[src/rtl/kw_pkg.sv]
package kw_pkg;
  typedef enum logic [1:0] {
    CPU_RUN  = 2'b00,
    CPU_HALT = 2'b01,
    CPU_STOP = 2'b10,
    CPU_RSV  = 2'b11
  } cpu_mode_e;

  localparam int unsigned SEL_W    = 2;
  localparam logic [SEL_W-1:0] SEL_KEYS = 2'b01;
  localparam logic ADDR_SEL  = 1'b0;
  localparam logic ADDR_FLAG = 1'b1;
endpackage

[src/rtl/kw_sync.sv]
module kw_sync #(
  parameter int unsigned WIDTH  = 4,
  parameter int unsigned STAGES = 2
) (
  input  logic             clk_i,
  input  logic             rst_ni,
  input  logic [WIDTH-1:0] d_i,
  output logic [WIDTH-1:0] q_o
);
  for (genvar i = 0; i < WIDTH; i++) begin : g_bit
    logic [STAGES-1:0] sh_q;
    // idle level of a released key is high
    always_ff @(posedge clk_i or negedge rst_ni) begin
      if (!rst_ni) sh_q <= '1;
      else         sh_q <= {sh_q[STAGES-2:0], d_i[i]};
    end
    assign q_o[i] = sh_q[STAGES-1];
  end
endmodule

[src/rtl/kw_edge.sv]
module kw_edge #(
  parameter int unsigned WIDTH = 4
) (
  input  logic             clk_i,
  input  logic             rst_ni,
  input  logic [WIDTH-1:0] keys_s_i,
  output logic             all_hi_o,
  output logic             fall_o
);
  logic all_hi_q;

  assign all_hi_o = &keys_s_i;

  always_ff @(posedge clk_i or negedge rst_ni) begin
    if (!rst_ni) all_hi_q <= 1'b1;
    else         all_hi_q <= all_hi_o;
  end

  assign fall_o = all_hi_q & ~all_hi_o;
endmodule

[src/rtl/kw_ctrl.sv]
module kw_ctrl
  import kw_pkg::*;
(
  input  logic             clk_i,
  input  logic             rst_ni,
  input  logic             all_hi_i,
  input  logic             fall_i,
  input  logic [1:0]       cpu_mode_i,
  input  logic             rst_en_i,
  input  logic             wr_i,
  input  logic             addr_i,
  input  logic [SEL_W-1:0] wdata_i,
  output logic [SEL_W-1:0] rdata_o,
  output logic [SEL_W-1:0] sel_o,
  output logic             irq_o,
  output logic             wake_o,
  output logic             sys_rst_o
);
  logic [SEL_W-1:0] sel_q;
  logic src_en, src_en_q, evt, in_stop, flag_q, set_flag, clr_flag;

  always_ff @(posedge clk_i or negedge rst_ni) begin
    if (!rst_ni)                      sel_q <= '0;
    else if (wr_i && addr_i == ADDR_SEL) sel_q <= wdata_i;
  end

  // 10 and 11 are kept but act as no source
  assign src_en = (sel_q == SEL_KEYS);

  always_ff @(posedge clk_i or negedge rst_ni) begin
    if (!rst_ni) src_en_q <= 1'b0;
    else         src_en_q <= src_en;
  end

  // arming while a key is held low counts as an event
  assign evt      = src_en & (fall_i | (~src_en_q & ~all_hi_i));
  assign in_stop  = (cpu_mode_e'(cpu_mode_i) == CPU_STOP);
  assign set_flag = evt & ~(in_stop & rst_en_i);
  assign clr_flag = wr_i & (addr_i == ADDR_FLAG) & wdata_i[0];

  always_ff @(posedge clk_i or negedge rst_ni) begin
    if (!rst_ni) begin
      flag_q    <= 1'b0;
      wake_o    <= 1'b0;
      sys_rst_o <= 1'b0;
    end else begin
      if (set_flag)      flag_q <= 1'b1;
      else if (clr_flag) flag_q <= 1'b0;
      wake_o    <= evt & in_stop & ~rst_en_i;
      sys_rst_o <= evt & in_stop & rst_en_i;
    end
  end

  assign irq_o   = flag_q;
  assign sel_o   = sel_q;
  assign rdata_o = (addr_i == ADDR_FLAG) ? {{(SEL_W-1){1'b0}}, flag_q} : sel_q;
endmodule

[src/rtl/key_wake_det.sv]
module key_wake_det
  import kw_pkg::*;
#(
  parameter int unsigned NUM_KEYS    = 4,
  parameter int unsigned SYNC_STAGES = 2
) (
  input  logic                clk_i,
  input  logic                rst_ni,
  input  logic [NUM_KEYS-1:0] keys_ni,
  input  logic [1:0]          cpu_mode_i,
  input  logic                rst_en_i,
  input  logic                wr_i,
  input  logic                addr_i,
  input  logic [SEL_W-1:0]    wdata_i,
  output logic [SEL_W-1:0]    rdata_o,
  output logic                irq_o,
  output logic                wake_o,
  output logic                sys_rst_o
);
  logic [NUM_KEYS-1:0] keys_s;
  logic                all_hi, fall;
  logic [SEL_W-1:0]    sel_w;

  kw_sync #(.WIDTH(NUM_KEYS), .STAGES(SYNC_STAGES)) u_sync (
    .clk_i, .rst_ni, .d_i(keys_ni), .q_o(keys_s)
  );

  kw_edge #(.WIDTH(NUM_KEYS)) u_edge (
    .clk_i, .rst_ni, .keys_s_i(keys_s), .all_hi_o(all_hi), .fall_o(fall)
  );

  kw_ctrl u_ctrl (
    .clk_i, .rst_ni,
    .all_hi_i(all_hi), .fall_i(fall),
    .cpu_mode_i, .rst_en_i,
    .wr_i, .addr_i, .wdata_i,
    .rdata_o, .sel_o(sel_w),
    .irq_o, .wake_o, .sys_rst_o
  );
endmodule

[config.mk]
export PLATFORM = sky130hd
export DESIGN_NAME = key_wake_det
export DESIGN_NICKNAME = d
export VERILOG_FILES = /design/src/rtl/kw_pkg.sv /design/src/rtl/kw_sync.sv /design/src/rtl/kw_edge.sv /design/src/rtl/kw_ctrl.sv /design/src/rtl/key_wake_det.sv
export SDC_FILE = /design/constraint.sdc
export NUM_CORES = 1
export LEC_CHECK = 0
export BUFFER_PORTS_ARGS = -buffer_cell sky130_fd_sc_hd__buf_2
export CORE_AREA = 5 5 42 44
export DETAILED_ROUTE_END_ITERATION = 10
export DIE_AREA = 0 0 47 49
export PLACE_DENSITY = 0.65
export SKIP_CTS_REPAIR_TIMING = 1
export SLEW_MARGIN = 25
export SYNTH_ARGS = -nofsm -noshare
export SYNTH_HDL_FRONTEND = slang
export SYNTH_SLANG_ARGS = --single-unit
[constraint.sdc]
create_clock -name clk_i -period 2.3 [get_ports clk_i]
set_clock_uncertainty 0.05 [all_clocks]
set_input_delay 0.46 -clock clk_i [delete_from_list [all_inputs] [get_ports clk_i]]
set_output_delay 0.46 -clock clk_i [all_outputs]
set_load 0.01 [all_outputs]
==> results.json, run 1 <==
{
  "via_count": 288,
  "clk_pin_slew_ns": 0.08,
  "syn_inst": 32,
  "crit_fanout": 3,
  "diodes": 0,
  "num_rows": 14,
  "rrSetupSlack_ns": 1.15,
  "place_congestion": 0.7053,
  "worst-path-stages": 2,
  "grt_max_degree": 16,
  "drt_iter0_markers": 0,
  "synthXorXnorAreaFrac_pct": 0,
  "drive_above_1_share_pct": 69.81,
  "setup_violations": 0,
  "hold_viol_final": 0,
  "worst-path-buf-inv": 1,
  "tns_ns": 0,
  "io_buffers": 17,
  "swShare_pct": 23.91,
  "ir_drop_mv": 0.3683,
  "synth_area_leaders": "dfstp_2 (45%), dfrtp_1 (29%), mux2_2 (6.4%)",
  "hold_path_class": "in -> async",
  "yosysMostFrequentCell": "dfstp_2",
  "grtUsageTotal_pct": 7.505,
  "slew_headroom_pct": 78.79,
  "synth_fp_nets": 45,
  "synthDistinctLibCells": 15,
  "hold_slack_ns": 0.01694,
  "power.density_nw_per_um2": 783.1,
  "cts_tree": "built",
  "wire_per_inst_um": 10.83,
  "p_leak_uw": 0.0003162,
  "start_util_pct": 37.41,
  "multi_input_area_um2": 133.9,
  "worst_pin_slew_ns": 0.3182,
  "r2r_cells": 3,
  "cp.arrival_ns": 1.08,
  "synth_top_family_by_area": "simple AND/OR/NAND/NOR gates",
  "worstSetupPathType": "reg -> out",
  "cts-root-buf": "clkbuf_4",
  "pwr-share-comb_pct": 13.2,
  "post-route-min-period_ns": 1.589,
  "finalCritPeriodShare_pct": 69.10,
  "synth.area.mux_share_pct": 6.444,
  "synthArstFlopShare_pct": 100.0,
  "seqCellArea_um2": 386.6,
  "cp-end-kind": "output port",
  "drv_cap": 0,
  "clkSinkCount": 15,
  "synth_top_area_share_pct": 45.11,
  "yosys.area_share.adder_pct": 0,
  "boundaryPins": 18,
  "grt_pass1_wl_um": 1235,
  "drc": 0,
  "htree_levels": 1,
  "area_delta_synth_final_pct": 25.30,
  "r2r-start": "u_edge.all_hi_q",
  "r2r-end": "u_ctrl.wake_o",
  "synth_common_cells": "dfstp_2 (9), dfrtp_1 (6), mux2_2 (3)",
  "final_nets": 67,
  "yosysSeqAreaShare_pct": 73.75,
  "synth_edf_count": 0,
  "insertion_delay_ns": 0.27,
  "yosysWarnings": 0,
  "p_int_uw": 391.4,
  "die-area_um2": 2303,
  "postRouteAntennaNets": 0,
  "ys.flop_type": "dfstp_2",
  "cp_slowest_stage_delay_ns": 0.41,
  "p_seq_share_pct": 59.1,
  "p_clk_share_pct": 27.7,
  "cts.path.max_buffers": 2,
  "max_freq_mhz": 629.2,
  "cts_made_buffers": 3,
  "postSynthAreaPerCell_um2": 16.38,
  "yosys.area_share.simple_pct": 19.09,
  "grt_antenna_before_repair": 0,
  "p_sw_uw": 123.0,
  "critical_path_required_ns": 1.79,
  "wl_um": 747,
  "grt-ovfl-total": 0,
  "synth_compound_area_share_pct": 0,
  "grt_pass1_vias": 290,
  "crit_family": "flip-flops",
  "drtPass1Iterations": 1,
  "core_um2": 1401,
  "grt_setup_unrepaired": "false",
  "crit_slowest_cell": "dfrtp_1",
  "worst_slack_ns": 0.7106,
  "yosysTopAreaCell": "dfstp_2",
  "num-fill-cells": 132,
  "die_w_um": 47,
  "ys_ff_latch": 15,
  "status": "completed",
  "syn_area_um2": 524.3,
  "die_h_um": 49,
  "drv_slew": 0,
  "vias_per_cell": 4.174,
  "crit_chain": "mux2_2 > buf_2",
  "start_kind": "register",
  "post-route-util_pct": 46.88,
  "place_ws_ns": 0.7598
}
[worst max-delay path by stage]
stage,startpoint,end
3_5_place_dp,addr_i,rdata_o[0]
4_1_cts,u_ctrl.irq_o,rdata_o[0]
3_3_place_gp,addr_i,rdata_o[0]
2_1_floorplan,addr_i,rdata_o[0]
5_1_grt,u_ctrl.irq_o,rdata_o[0]
6_report,u_ctrl.irq_o,rdata_o[0]
[area by class of cell]
cell class / instances / share of cell area [%]
Clock buffer: 3 / 3.429
Clock inverter: 1 / 0.7619
Inverter: 1 / 0.5714
Tap cell: 16 / 3.048
Multi-Input combinational cell: 16 / 20.38
Sequential cell: 15 / 58.86
Timing Repair Buffer: 17 / 12.95
[registers in the layout, summed over array words and instances, names as in the netlist]
| register | flops |
|---|---|
| u_ctrl.src_en_q | 1 |
| u_ctrl.wake_o | 1 |
| u_ctrl.sys_rst_o | 1 |
| u_ctrl.irq_o | 1 |
| u_ctrl.sel_o | 2 |
| u_sync.g_bit.sh_q | 8 |
| u_edge.all_hi_q | 1 |
[worst reg2reg max path: cells and delay by family (launching register included)]
family | cells | cell delay [ns]
DFF | 1 | 0.53
and+or+nand+nor | 3 | 0.49
[power by group through the flow]
stage	clock network (µW)	registers, µW	logic [µW]
detailed placement	0	308	70.2
finish	142	304	68.0
floorplan	0	309	34.6
global placement	0	308	68.8
global route	159	307	76.6
CTS	151	304	69.7
[logic make-up after synthesis]
family,after synthesis
buffers and inverters,1
flip-flops,15
multiplexers,3
AND/OR/NAND/NOR,13
[stage by stage]
step | power [µW] | cells | instance area, µm²
4_1_cts | 525.1 | 69 | 656.9
3_3_place_gp | 377.1 | 65 | 629.4
6_report | 514.4 | 69 | 656.9
2_1_floorplan | 343.9 | 32 | 524.3
5_1_grt | 542.2 | 69 | 656.9
3_5_place_dp | 378.6 | 65 | 629.4
[cell usage in the layout (no fill, tap or decap), drive strengths merged]
master / instances
nor2: 1
nand3b: 1
nand4: 2
clkbuf: 3
dfrtp: 6
mux2: 3
nand2b: 2
dfstp: 9
nor4b: 1
clkinv: 1
buf: 17
nand2: 2
inv: 1
nor2b: 2
nand3: 2
[routing by layer]
layer | track usage [%] | wire, µm
met3 | 3.690 | 87
met4 | 4.147 | 0
met2 | 9.276 | 302
met1 | 10.37 | 357
met5 | 0 | 0
No activity file was read; power rests on OpenSTA's default activity.
==> inputs of run 2 (changes only) <==
==> constraint.sdc (replaced) <==
create_clock -name clk_i -period 1.55 [get_ports clk_i]
set_clock_uncertainty 0.05 [all_clocks]
set_input_delay 0.31 -clock clk_i [delete_from_list [all_inputs] [get_ports clk_i]]
set_output_delay 0.31 -clock clk_i [all_outputs]
set_load 0.01 [all_outputs]
==> results.json, run 2 (synthesis results as in run 1) <==
{
  "layout_commonest_cell": "buf_2",
  "wire_per_inst_um": 11.76,
  "grt_antenna_before_repair": 0,
  "worstSetupPathType": "reg -> out",
  "hold_start": "keys_ni[3]",
  "p_sw_uw": 195.1,
  "via_count": 320,
  "start_util_pct": 37.41,
  "finalCritPeriodShare_pct": 92.99,
  "p_leak_uw": 0.0003166,
  "worst_pin_slew_ns": 0.3177,
  "slew_headroom_pct": 78.82,
  "grtUsageTotal_pct": 7.797,
  "top_register": "u_sync.g_bit.sh_q",
  "largest_reg_flops": 8,
  "hold_path_class": "in -> reg",
  "r2r-start": "u_edge.all_hi_q",
  "status": "completed",
  "drv_cap": 0,
  "cts.path.max_buffers": 2,
  "insertion_delay_ns": 0.28,
  "die_w_um": 47,
  "area_delta_synth_final_pct": 27.68,
  "postRouteAntennaNets": 0,
  "drt_iter0_markers": 5,
  "hold_path_end": "u_sync.g_bit[3].sh_q[0]",
  "hold_slack_ns": 0.06540,
  "cp-end-kind": "output port",
  "cts_made_buffers": 3,
  "grt_setup_unrepaired": "false",
  "place_congestion": 0.7152,
  "cp.arrival_ns": 1.08,
  "cts_tree": "built",
  "critical_path_required_ns": 1.19,
  "r2r-end": "u_ctrl.wake_o",
  "max_freq_mhz": 693.8,
  "post-route-min-period_ns": 1.441,
  "crit_fanout": 3,
  "crit_chain": "mux2_2 > buf_2",
  "setup_violations": 0,
  "grt_pass1_vias": 295,
  "cp_slowest_stage_delay_ns": 0.41,
  "pwr-share-comb_pct": 13.4,
  "drv_slew": 0,
  "worst-path-buf-inv": 1,
  "boundaryPins": 18,
  "tns_ns": 0,
  "power.density_nw_per_um2": 1165,
  "p_int_uw": 584.9,
  "htree_levels": 1,
  "crit_slowest_cell": "dfrtp_1",
  "num_rows": 14,
  "swShare_pct": 25.01,
  "hpwl_um": 652,
  "vias_per_cell": 4.571,
  "drtPass1Iterations": 4,
  "clkSinkCount": 15,
  "grt_pass1_wl_um": 1255,
  "r2r_cells": 3,
  "ir_drop_mv": 0.6119,
  "start_kind": "register",
  "die_h_um": 49,
  "diodes": 0,
  "crit_family": "flip-flops",
  "io_buffers": 17,
  "most-common-layout-cells": "buf_2 (17), dfstp_2 (9), dfrtp_1 (6)",
  "rrSetupSlack_ns": 0.43,
  "holdPathStages": 1,
  "wl_um": 823,
  "grt_max_degree": 16,
  "clk_pin_slew_ns": 0.09,
  "cts-root-buf": "clkbuf_4",
  "drive_above_1_share_pct": 68.52,
  "num-fill-cells": 137,
  "p_seq_share_pct": 58.0,
  "drc": 0,
  "final_nets": 68,
  "core_um2": 1401,
  "p_clk_share_pct": 28.6,
  "die-area_um2": 2303,
  "grt-ovfl-total": 0,
  "hold_viol_final": 0
}
## run 2: cell count changes in the layout (fill, tap and decap cells not counted), sizes merged
cell	previous run	this run
clkinv	1	0
clkinvlp	0	1
dlygate4sd3	0	1
## run 2: per-stage QoR
| step | total power (µW) | instance area, µm² | setup slack [ns] | std cells | utilization (%) |
|---|---|---|---|---|---|
| floorplan | 510.3 | 524.3 | 0.4881 | 32 | - |
| global placement | 559.0 | 629.4 | 0.3224 | 65 | 44.91 |
| detailed placement | 564.7 | 629.4 | 0.3130 | 65 | 44.91 |
| CTS | 791.6 | 659.4 | 0.09703 | 69 | 47.05 |
| global route | 827.5 | 669.4 | 0.06820 | 70 | 47.77 |
| finish | 779.9 | 669.4 | 0.1087 | 70 | 47.77 |
## run 2: how the worst max path moves through the flow
stage,depth (start not counted),startpoint,end,slack [ns]
after floorplan,3,u_edge.all_hi_q,u_ctrl.wake_o,0.49
after global placement,3,addr_i,rdata_o[0],0.32
after detailed placement,3,addr_i,rdata_o[0],0.31
after CTS,2,u_ctrl.irq_o,rdata_o[0],0.1
after global routing,2,u_ctrl.irq_o,rdata_o[0],0.07
final,2,u_ctrl.irq_o,rdata_o[0],0.11
## run 2: power by group through the flow
stage                     Combinational [µW]  Sequential [µW]  Clock, µW
after CTS                                105              453        234
final                                    105              452        223
after floorplan                         51.3              459          0
after detailed placement                 105              460          0
after global routing                     115              456        256
after global placement                   102              457          0
## run 2: worst reg2reg max path: cells and delay by family (launching register included)
kind	cells	cell delay (ns)
AND/OR/NAND/NOR	3	0.47
flip-flops	1	0.52
## run 2: layer usage
metal  track usage (%)  up-vias  wire (µm)
met4             5.530        0         10
met3             2.583        2         87
li1                  -      151          -
met2             10.18       14        400
met1             10.39      153        325
met5                 0        -          0
## run 2: layout make-up
type | count | area [µm²] | share of cell area [%]
Timing Repair Buffer | 18 | 95.09 | 14.21
Tap cell | 16 | 20.02 | 2.991
Clock inverter | 1 | 7.507 | 1.121
Inverter | 1 | 3.754 | 0.5607
Clock buffer | 3 | 22.52 | 3.364
Sequential cell | 15 | 386.6 | 57.76
Multi-Input combinational cell | 16 | 133.9 | 20.00
==> inputs of run 3 (changes only) <==
==> constraint.sdc (replaced) <==
create_clock -name clk_i -period 1.8 [get_ports clk_i]
set_clock_uncertainty 0.05 [all_clocks]
set_input_delay 0.36 -clock clk_i [delete_from_list [all_inputs] [get_ports clk_i]]
set_output_delay 0.36 -clock clk_i [all_outputs]
set_load 0.01 [all_outputs]
==> results.json, run 3 (synthesis results as in run 1) <==
{
  "cts-root-buf": "clkbuf_4",
  "drtPass1Iterations": 2,
  "grt_setup_unrepaired": "false",
  "worstSetupPathType": "reg -> out",
  "grtUsageTotal_pct": 8.637,
  "diodes": 0,
  "io_buffers": 17,
  "grt_pass1_wl_um": 1455,
  "cp-end-kind": "output port",
  "grt_pass1_vias": 363,
  "p_leak_uw": 0.0003176,
  "worst-path-stages": 2,
  "most-common-layout-cells": "buf_2 (17), dfstp_2 (9), dfrtp_1 (6)",
  "top_register": "u_sync.g_bit.sh_q",
  "slew_headroom_pct": 78.57,
  "die_h_um": 49,
  "crit_chain": "mux2_2 > buf_2",
  "power.density_nw_per_um2": 993.9,
  "cp.arrival_ns": 1.08,
  "area_delta_synth_final_pct": 26.97,
  "boundaryPins": 18,
  "r2r-start": "u_edge.all_hi_q",
  "cp_slowest_stage_delay_ns": 0.41,
  "clk_pin_slew_ns": 0.09,
  "wl_um": 844,
  "p_int_uw": 505.0,
  "cp-startpoint": "u_ctrl.sel_o[0]",
  "crit_slowest_cell": "dfrtp_1",
  "cts_tree": "built",
  "worst-path-buf-inv": 1,
  "drv_slew": 0,
  "insertion_delay_ns": 0.27,
  "rrSetupSlack_ns": 0.66,
  "worst_pin_slew_ns": 0.3214,
  "start_kind": "register",
  "setup_violations": 0,
  "p_clk_share_pct": 27.5,
  "layout_commonest_cell": "buf_2",
  "wire_per_inst_um": 12.06,
  "tns_ns": 0,
  "p_sw_uw": 156.5,
  "hold_slack_ns": 0.1280,
  "grt_max_degree": 16,
  "vias_per_cell": 4.614,
  "core_um2": 1401,
  "largest_reg_flops": 8,
  "max_freq_mhz": 672.4,
  "p_seq_share_pct": 58.8,
  "final_nets": 68,
  "critical_path_required_ns": 1.39,
  "r2r_cells": 3,
  "hold_path_class": "in -> reg",
  "start_util_pct": 37.41,
  "postRouteAntennaNets": 0,
  "ir_drop_mv": 0.5347,
  "num_rows": 14,
  "drive_above_1_share_pct": 66.67,
  "hold_viol_final": 0,
  "grt-ovfl-total": 0,
  "die-area_um2": 2303,
  "place_congestion": 0.7086,
  "post-route-util_pct": 47.50,
  "cts.path.max_buffers": 2,
  "clkSinkCount": 15,
  "post-route-min-period_ns": 1.487,
  "crit_fanout": 3,
  "drc": 0,
  "status": "completed",
  "htree_levels": 1,
  "finalCritPeriodShare_pct": 82.62,
  "r2r-end": "u_ctrl.wake_o",
  "die_w_um": 47,
  "swShare_pct": 23.66,
  "crit_family": "flip-flops",
  "crit_end": "rdata_o[0]",
  "cts_made_buffers": 3,
  "drt_iter0_markers": 2,
  "drv_cap": 0,
  "grt_antenna_before_repair": 0,
  "pwr-share-comb_pct": 13.7,
  "via_count": 323
}
[run 3: changes by cell type in the layout (fill, tap and decap cells not counted), sizes merged]
cell and change:
clkinvlp -1, clkbuf +1
[run 3: worst min-delay path by stage]
stage / from / end / slack [ns] / cells past startpoint
after floorplan: rst_ni / u_ctrl.irq_o / 0.01 / 0
after global placement: rst_ni / u_ctrl.wake_o / 0.21 / 1
after detailed placement: rst_ni / u_ctrl.wake_o / 0.22 / 1
after CTS: rst_ni / u_ctrl.wake_o / -0.07 / 1
after global routing: keys_ni[0] / u_sync.g_bit[0].sh_q[0] / 0.11 / 1
final: keys_ni[2] / u_sync.g_bit[2].sh_q[0] / 0.13 / 1
[run 3: cell type report]
class / instances / area, µm²
inverter: 1 / 3.754
multi-input combinational: 16 / 133.9
clock buffer: 4 / 26.28
sequential: 15 / 386.6
fill: 133 / 735.7
tap: 16 / 20.02
timing repair buffer: 18 / 95.09
[run 3: power by group through the flow]
stage	combinational [µW]	sequential, µW	clock, µW
after detailed placement	90.9	395	0
after global placement	88.9	394	0
after CTS	91.4	390	190
after floorplan	44.2	395	0
after global routing	103	393	206
final	90.5	389	182
[run 3: per-stage QoR]
| step | power [µW] | worst slack [ns] | instance area [µm²] | instances |
|---|---|---|---|---|
| 3_3_place_gp | 482.5 | 0.4718 | 629.4 | 65 |
| 6_report | 661.5 | 0.3128 | 665.6 | 70 |
| 2_1_floorplan | 439.4 | 0.6927 | 524.3 | 32 |
| 5_1_grt | 701.0 | 0.2638 | 665.6 | 70 |
| 4_1_cts | 671.1 | 0.3042 | 655.6 | 69 |
| 3_5_place_dp | 486.2 | 0.4547 | 629.4 | 65 |
[run 3: metal layers]
layer | GRT usage, % | vias to the layer above | part of all wire [%]
met3 | 2.214 | 0 | 8.8
met2 | 14.03 | 12 | 53
li1 | - | 152 | -
met5 | 0 | - | 0
met1 | 10.09 | 159 | 38
met4 | 4.147 | 0 | 0
